## src/rtl/pal_pkg.sv

```systemverilog
package pal_pkg;
  typedef enum logic [1:0] {
    SEL_ADDR_WR = 2'b00,
    SEL_COLOUR  = 2'b01,
    SEL_MASK    = 2'b10,
    SEL_ADDR_RD = 2'b11
  } pal_sel_e;
endpackage

```

## src/rtl/pal_strobe_sync.sv

```systemverilog
module pal_strobe_sync #(
  parameter int STAGES = 2
) (
  input  logic clk,
  input  logic rst,
  input  logic strobe_n,
  output logic active,
  output logic start,
  output logic finish
);
  logic [STAGES-1:0] chain;
  logic              prev;

  generate
    if (STAGES == 1) begin : g_one
      always_ff @(posedge clk) begin
        if (rst) chain <= '0;
        else     chain <= ~strobe_n;
      end
    end else begin : g_many
      always_ff @(posedge clk) begin
        if (rst) chain <= '0;
        else     chain <= {chain[STAGES-2:0], ~strobe_n};
      end
    end
  endgenerate

  always_ff @(posedge clk) begin
    if (rst) prev <= 1'b0;
    else     prev <= chain[STAGES-1];
  end

  assign active = chain[STAGES-1];
  assign start  = active & ~prev;
  assign finish = ~active & prev;
endmodule

```

## src/rtl/pal_addr_seq.sv

```systemverilog
module pal_addr_seq
  import pal_pkg::*;
#(
  parameter int ADDR_W = 8,
  parameter int DATA_W = 8
) (
  input  logic              clk,
  input  logic              rst,
  input  logic              wr_end,
  input  logic              rd_end,
  input  pal_sel_e          sel,
  input  logic [DATA_W-1:0] wdata,
  output logic [ADDR_W-1:0] addr,
  output logic [1:0]        idx,
  output logic [ADDR_W-1:0] mask,
  output logic              tbl_wr_req,
  output logic              tbl_rd_req,
  output logic [ADDR_W-1:0] tbl_addr
);
  localparam logic [1:0] LAST = 2'd2;

  logic [ADDR_W-1:0] din_addr;
  assign din_addr = wdata[ADDR_W-1:0];

  always_ff @(posedge clk) begin
    if (rst) begin
      addr       <= '0;
      idx        <= '0;
      mask       <= '1;
      tbl_wr_req <= 1'b0;
      tbl_rd_req <= 1'b0;
      tbl_addr   <= '0;
    end else begin
      tbl_wr_req <= 1'b0;
      tbl_rd_req <= 1'b0;
      if (wr_end) begin
        case (sel)
          SEL_ADDR_WR: begin
            addr <= din_addr;
            idx  <= '0;
          end
          SEL_ADDR_RD: begin
            addr       <= din_addr + 1'b1;
            idx        <= '0;
            tbl_rd_req <= 1'b1;
            tbl_addr   <= din_addr;
          end
          SEL_COLOUR: begin
            if (idx == LAST) begin
              idx        <= '0;
              tbl_wr_req <= 1'b1;
              tbl_addr   <= addr;
              addr       <= addr + 1'b1;
            end else begin
              idx <= idx + 1'b1;
            end
          end
          default: mask <= din_addr;
        endcase
      end else if (rd_end && sel == SEL_COLOUR) begin
        if (idx == LAST) begin
          idx        <= '0;
          tbl_rd_req <= 1'b1;
          tbl_addr   <= addr;
          addr       <= addr + 1'b1;
        end else begin
          idx <= idx + 1'b1;
        end
      end
    end
  end

  AST_ONE_REQ: assert property (@(posedge clk) disable iff (rst)
    !(tbl_wr_req && tbl_rd_req));
  AST_WR_PULSE: assert property (@(posedge clk) disable iff (rst)
    tbl_wr_req |=> !tbl_wr_req);
  AST_WR_INC: assert property (@(posedge clk) disable iff (rst)
    tbl_wr_req |-> addr == ADDR_W'(tbl_addr + 1'b1));
  AST_RD_INC: assert property (@(posedge clk) disable iff (rst)
    tbl_rd_req |-> addr == ADDR_W'(tbl_addr + 1'b1));
  AST_IDX_RANGE: assert property (@(posedge clk) disable iff (rst)
    idx != 2'd3);
  AST_ABORT: assert property (@(posedge clk) disable iff (rst)
    (wr_end && (sel == SEL_ADDR_WR || sel == SEL_ADDR_RD)) |=> idx == 2'd0);
endmodule

```

## src/rtl/pal_colour_buf.sv

```systemverilog
module pal_colour_buf #(
  parameter int CH_W = 6
) (
  input  logic              clk,
  input  logic              rst,
  input  logic              byte_we,
  input  logic [1:0]        idx,
  input  logic [CH_W-1:0]   byte_in,
  input  logic              load,
  input  logic [3*CH_W-1:0] load_data,
  output logic [3*CH_W-1:0] entry,
  output logic [CH_W-1:0]   byte_out
);
  logic [CH_W-1:0] ch [3];

  always_ff @(posedge clk) begin
    if (rst) begin
      for (int k = 0; k < 3; k++) ch[k] <= '0;
    end else if (load) begin
      for (int k = 0; k < 3; k++) ch[k] <= load_data[(2-k)*CH_W +: CH_W];
    end else if (byte_we) begin
      for (int k = 0; k < 3; k++)
        if (idx == 2'(k)) ch[k] <= byte_in;
    end
  end

  assign entry = {ch[0], ch[1], ch[2]};

  always_comb begin
    case (idx)
      2'd0:    byte_out = ch[0];
      2'd1:    byte_out = ch[1];
      default: byte_out = ch[2];
    endcase
  end

  AST_LOAD_TAKES: assert property (@(posedge clk) disable iff (rst)
    load |=> entry == $past(load_data));
endmodule

```

## src/rtl/palette_cpu_port.sv

```systemverilog
module palette_cpu_port
  import pal_pkg::*;
#(
  parameter int ADDR_W      = 8,
  parameter int CH_W        = 6,
  parameter int DATA_W      = 8,
  parameter int SYNC_STAGES = 2
) (
  input  logic                clk,
  input  logic                rst,
  input  logic                cpu_rd_n,
  input  logic                cpu_wr_n,
  input  logic [1:0]          cpu_sel,
  input  logic [DATA_W-1:0]   cpu_din,
  output logic [DATA_W-1:0]   cpu_dout,
  output logic                cpu_dout_oe,
  output logic [ADDR_W-1:0]   pix_mask,
  output logic                tbl_wr_req,
  output logic                tbl_rd_req,
  output logic [ADDR_W-1:0]   tbl_addr,
  output logic [3*CH_W-1:0]   tbl_wdata,
  input  logic                tbl_rd_vld,
  input  logic [3*CH_W-1:0]   tbl_rd_data
);
  localparam int ENTRY_W = 3 * CH_W;

  logic w_act, w_start, w_finish;
  logic r_act, r_start, r_finish;
  pal_sel_e sel_q;
  logic [ADDR_W-1:0]  addr;
  logic [1:0]         idx;
  logic [CH_W-1:0]    byte_out;
  logic [ENTRY_W-1:0] entry;

  pal_strobe_sync #(.STAGES(SYNC_STAGES)) u_wsync (
    .clk(clk), .rst(rst), .strobe_n(cpu_wr_n),
    .active(w_act), .start(w_start), .finish(w_finish));

  pal_strobe_sync #(.STAGES(SYNC_STAGES)) u_rsync (
    .clk(clk), .rst(rst), .strobe_n(cpu_rd_n),
    .active(r_act), .start(r_start), .finish(r_finish));

  always_ff @(posedge clk) begin
    if (rst)                     sel_q <= SEL_ADDR_WR;
    else if (w_start || r_start) sel_q <= pal_sel_e'(cpu_sel);
  end

  pal_addr_seq #(.ADDR_W(ADDR_W), .DATA_W(DATA_W)) u_seq (
    .clk(clk), .rst(rst),
    .wr_end(w_finish), .rd_end(r_finish),
    .sel(sel_q), .wdata(cpu_din),
    .addr(addr), .idx(idx), .mask(pix_mask),
    .tbl_wr_req(tbl_wr_req), .tbl_rd_req(tbl_rd_req), .tbl_addr(tbl_addr));

  pal_colour_buf #(.CH_W(CH_W)) u_buf (
    .clk(clk), .rst(rst),
    .byte_we(w_finish && sel_q == SEL_COLOUR),
    .idx(idx), .byte_in(cpu_din[CH_W-1:0]),
    .load(tbl_rd_vld), .load_data(tbl_rd_data),
    .entry(entry), .byte_out(byte_out));

  assign tbl_wdata = entry;

  always_ff @(posedge clk) begin
    if (rst) begin
      cpu_dout    <= '0;
      cpu_dout_oe <= 1'b0;
    end else if (r_start) begin
      cpu_dout_oe <= 1'b1;
      case (pal_sel_e'(cpu_sel))
        SEL_COLOUR: cpu_dout <= DATA_W'(byte_out);
        SEL_MASK:   cpu_dout <= DATA_W'(pix_mask);
        default:    cpu_dout <= DATA_W'(addr);
      endcase
    end else if (r_finish) begin
      cpu_dout_oe <= 1'b0;
    end
  end

  AST_OE_RISE: assert property (@(posedge clk) disable iff (rst)
    r_start |=> cpu_dout_oe);
  AST_OE_DROP: assert property (@(posedge clk) disable iff (rst)
    r_finish |=> !cpu_dout_oe);
  AST_OE_IDLE: assert property (@(posedge clk) disable iff (rst)
    (!r_act && !r_finish) |=> !cpu_dout_oe);
  AST_TOP_ZERO: assert property (@(posedge clk) disable iff (rst)
    (cpu_dout_oe && sel_q == SEL_COLOUR) |-> cpu_dout[DATA_W-1:CH_W] == '0);
endmodule

```

## config.mk

```make
export PLATFORM = sky130hd
export DESIGN_NAME = palette_cpu_port
export DESIGN_NICKNAME = d
export VERILOG_FILES = /design/src/rtl/pal_pkg.sv /design/src/rtl/pal_strobe_sync.sv /design/src/rtl/pal_addr_seq.sv /design/src/rtl/pal_colour_buf.sv /design/src/rtl/palette_cpu_port.sv
export SDC_FILE = /design/constraint.sdc
export NUM_CORES = 1
export LEC_CHECK = 0
export ABC_AREA = 1
export BUFFER_PORTS_ARGS = -buffer_cell sky130_fd_sc_hd__buf_2
export CELL_PAD_IN_SITES_DETAIL_PLACEMENT = 1
export CELL_PAD_IN_SITES_GLOBAL_PLACEMENT = 2
export CORE_MARGIN = 1.5
export CORE_UTILIZATION = 29
export CTS_CLUSTER_SIZE = 24
export DETAILED_ROUTE_END_ITERATION = 7
export PLACE_DENSITY_LB_ADDON = 0.1
export SYNTH_ARGS = -nofsm -noshare
export SYNTH_HDL_FRONTEND = slang
export SYNTH_SLANG_ARGS = --single-unit
```

## constraint.sdc

```tcl
create_clock -name clk -period 1.9 [get_ports clk]
set_clock_uncertainty 0.15 [all_clocks]
set_input_delay 0.095 -clock clk [delete_from_list [all_inputs] [get_ports clk]]
set_output_delay 0.095 -clock clk [all_outputs]
set_load 0.02 [all_outputs]
```

==> metrics <==
vias per std cell=4.82; largest net degree at the start of global routing=27; Vias=3,416; Starting Density=0.300; crit path time final=1.72 ns; gp weighted congestion=0.807; VDD IR-drop max=0.000315 V; share of cells above drive strength 1=0.217; most frequent cells in the layout=nand2_1, buf_2, nand3_1; critical-path cell list=inv_1, nor2_1, nand2_1, nand2_2, o21ai_2, o21ai_0, a21oi_1; Flop pwr share=0.435; CP Class=flip-flop to flip-flop; Worst EP arrival=1.77 ns; H-tree Lvls=3; commonest non-fill, non-tap cell in the layout=nand2_1; flops & latches, synth=63; Critical Path RT=1.96 ns; num ports=78; Post-DRT Antenna Nets=0; synthesized area=3300 um^2; std cell rows=38; Lkg Pwr=2.08 nW; Synth Area per Inst=7.26 um^2; Root Buffer=clkbuf_16; first-pass GRT wire length=19,000 um; Sw Share=0.271; Setup TNS=0 ns; Pwr per Cell Area=773 nW/um^2; fillcell total=1,403; postcts setup bufs=0; 1st-iter DRT viols=100; diode count=0; Synth Warn #=0; Pwr Total=3.40 mW; Clk pwr share=0.436; Worst Setup Start Kind=flip-flop; Max Cap Viol=0; I/O Buffers=77; Cell variety after synth=29; CP Max Fanout=10; Core Region=11,000 um^2; CP delay by family, top=simple AND/OR/NAND/NOR gates; wirelength, routed=11,900 um; initial antenna violation count=0; Int Pwr=2.48 mW; GRT Total Usage=0.214; CTS Sinks=63; Tcrit/Tclk final=0.905; Syn Inst Count=454; Inserted Clock Buffers=9; measured slew at the worst slew-check pin=0.318 ns; # resized after CTS=0; vias in the first global route=3,673; fmax=582 MHz; combinational power share=0.129; die width=110 um; Worst-Skew Late Latency=0.33 ns; grt total ovfl=0; drt pass-1 iters=4; Final HPWL DP=9260 um; RSZ-0062 raised after global routing=false; nets=602; post-synth net total=493; Worst Hold Class=primary input to flip-flop; DRC=0; CTS tree=done; slowest cell on the critical path=dfxtp_1; CP endpoint kind=flip-flop; # setup viols final=0; wire length per cell=16.8 um; final max-slew violation count=0; clock transition at the registers of the reported paths=0.05 ns; Area Overhead vs Synth=33.5%; worst-case clock buffer depth=2; Die ar.=12,000 um^2; sequential area share after synthesis=0.437; CP max stage delay=0.34 ns; die height=110 um; CTS Hold Bufs=25; Final Hold Viols=0; WP buf/inv=1; P_sw=0.921 mW; max_slew headroom=0.788; status=finished, final reports clean
==> tightest hold or removal path: stages <==
cell	delay, ns
buf_2	0.15
nand2_1	0.11
a31oi_1	0.09
==> state kept, by name, summed over array words and instances, names as in the netlist, 2 cells and up <==
signal          flops
u_seq.idx           2
u_seq.mask          8
cpu_dout            8
u_seq.tbl_addr      8
u_wsync.chain       2
u_seq.addr          8
u_rsync.chain       2
u_buf.ch           18
sel_q               2
==> synth_stat cells <==
master,instances,share of area
a21oi_1,34,0.052
a21oi_4,1,0.0049
a31oi_1,3,0.0057
buf_1,2,0.0023
buf_2,4,0.0061
buf_4,2,0.0046
buf_6,1,0.0034
clkbuf_1,10,0.011
clkinv_1,2,0.0023
dfxtp_1,45,0.27
edfxtp_1,18,0.16
ha_1,6,0.023
inv_1,42,0.048
inv_2,4,0.0046
nand2_1,136,0.15
nand2_2,8,0.015
nand3_1,51,0.077
nand4_1,5,0.0095
nor2_1,27,0.031
nor2_4,4,0.014
nor3_1,2,0.0030
o211ai_1,20,0.046
o21ai_0,20,0.030
o21ai_1,2,0.0030
o21ai_2,1,0.0027
o22ai_1,1,0.0019
o31ai_1,1,0.0023
xnor2_1,1,0.0027
xor2_1,1,0.0027
==> metrics by stage <==
stage               hold WS (ns)   util  instances  worst slack (ns)  cell area [um^2]
CTS                      0.00935  0.401        708             0.151              4400
global route              0.0198  0.401        708            0.0146              4400
detailed placement         0.101  0.354        667             0.159              3890
finish                    0.0137  0.401        708             0.181              4400
floorplan                 0.0117      -        454             0.351              3300
global placement          0.0979  0.354        667             0.246              3890
==> power groups by stage <==
stage / Sequential [mW] / Clock, mW / Combinational (mW)
floorplan: 1.54 / 0 / 0.189
global placement: 1.51 / 0 / 0.395
detailed placement: 1.51 / 0 / 0.402
CTS: 1.48 / 1.50 / 0.442
global route: 1.49 / 1.56 / 0.489
finish: 1.48 / 1.48 / 0.439
==> final timing paths <==
| check | from | to | slack, ns | depth (start not counted) |
|---|---|---|---|---|
| max | u_wsync.prev | u_seq.tbl_addr[1] | 0.18 | 7 |
| min | cpu_din[4] | u_seq.tbl_addr[4] | 0.01 | 3 |
| max reg2reg | u_wsync.prev | u_seq.tbl_addr[1] | 0.18 | 7 |
| min reg2reg | u_wsync.chain[0] | u_wsync.chain[1] | 0.28 | 2 |
==> layer usage <==
layer  GRT usage  up-vias  wire, um
met3      0.0326       14       422
li1            -     1724         -
met5           0        -         0
met2       0.382       88      5900
met4      0.0835        0       221
met1       0.255     1590      5330
==> kinds of logic after synthesis <==
family                   count (synthesis)  share of synthesized area
AND/OR/NAND/NOR                        233                      0.304
AO/OA/AOI/OAI                           83                      0.148
buffers and inverters                   67                     0.0824
flip-flops                              63                      0.437
adder cells (fa/ha/maj)                  6                     0.0228
XOR/XNOR                                 2                    0.00531
==> final cells by class <==
type,instances,area [um^2],share of cell area
clock buffer,12,236,0.0537
clock inverter,4,22.5,0.00512
inverter,48,180,0.0409
multi-input combinational,324,1580,0.360
sequential,63,1440,0.328
tap,140,175,0.0398
timing repair buffer,117,761,0.173
No activity file was read; power rests on OpenSTA's default activity.
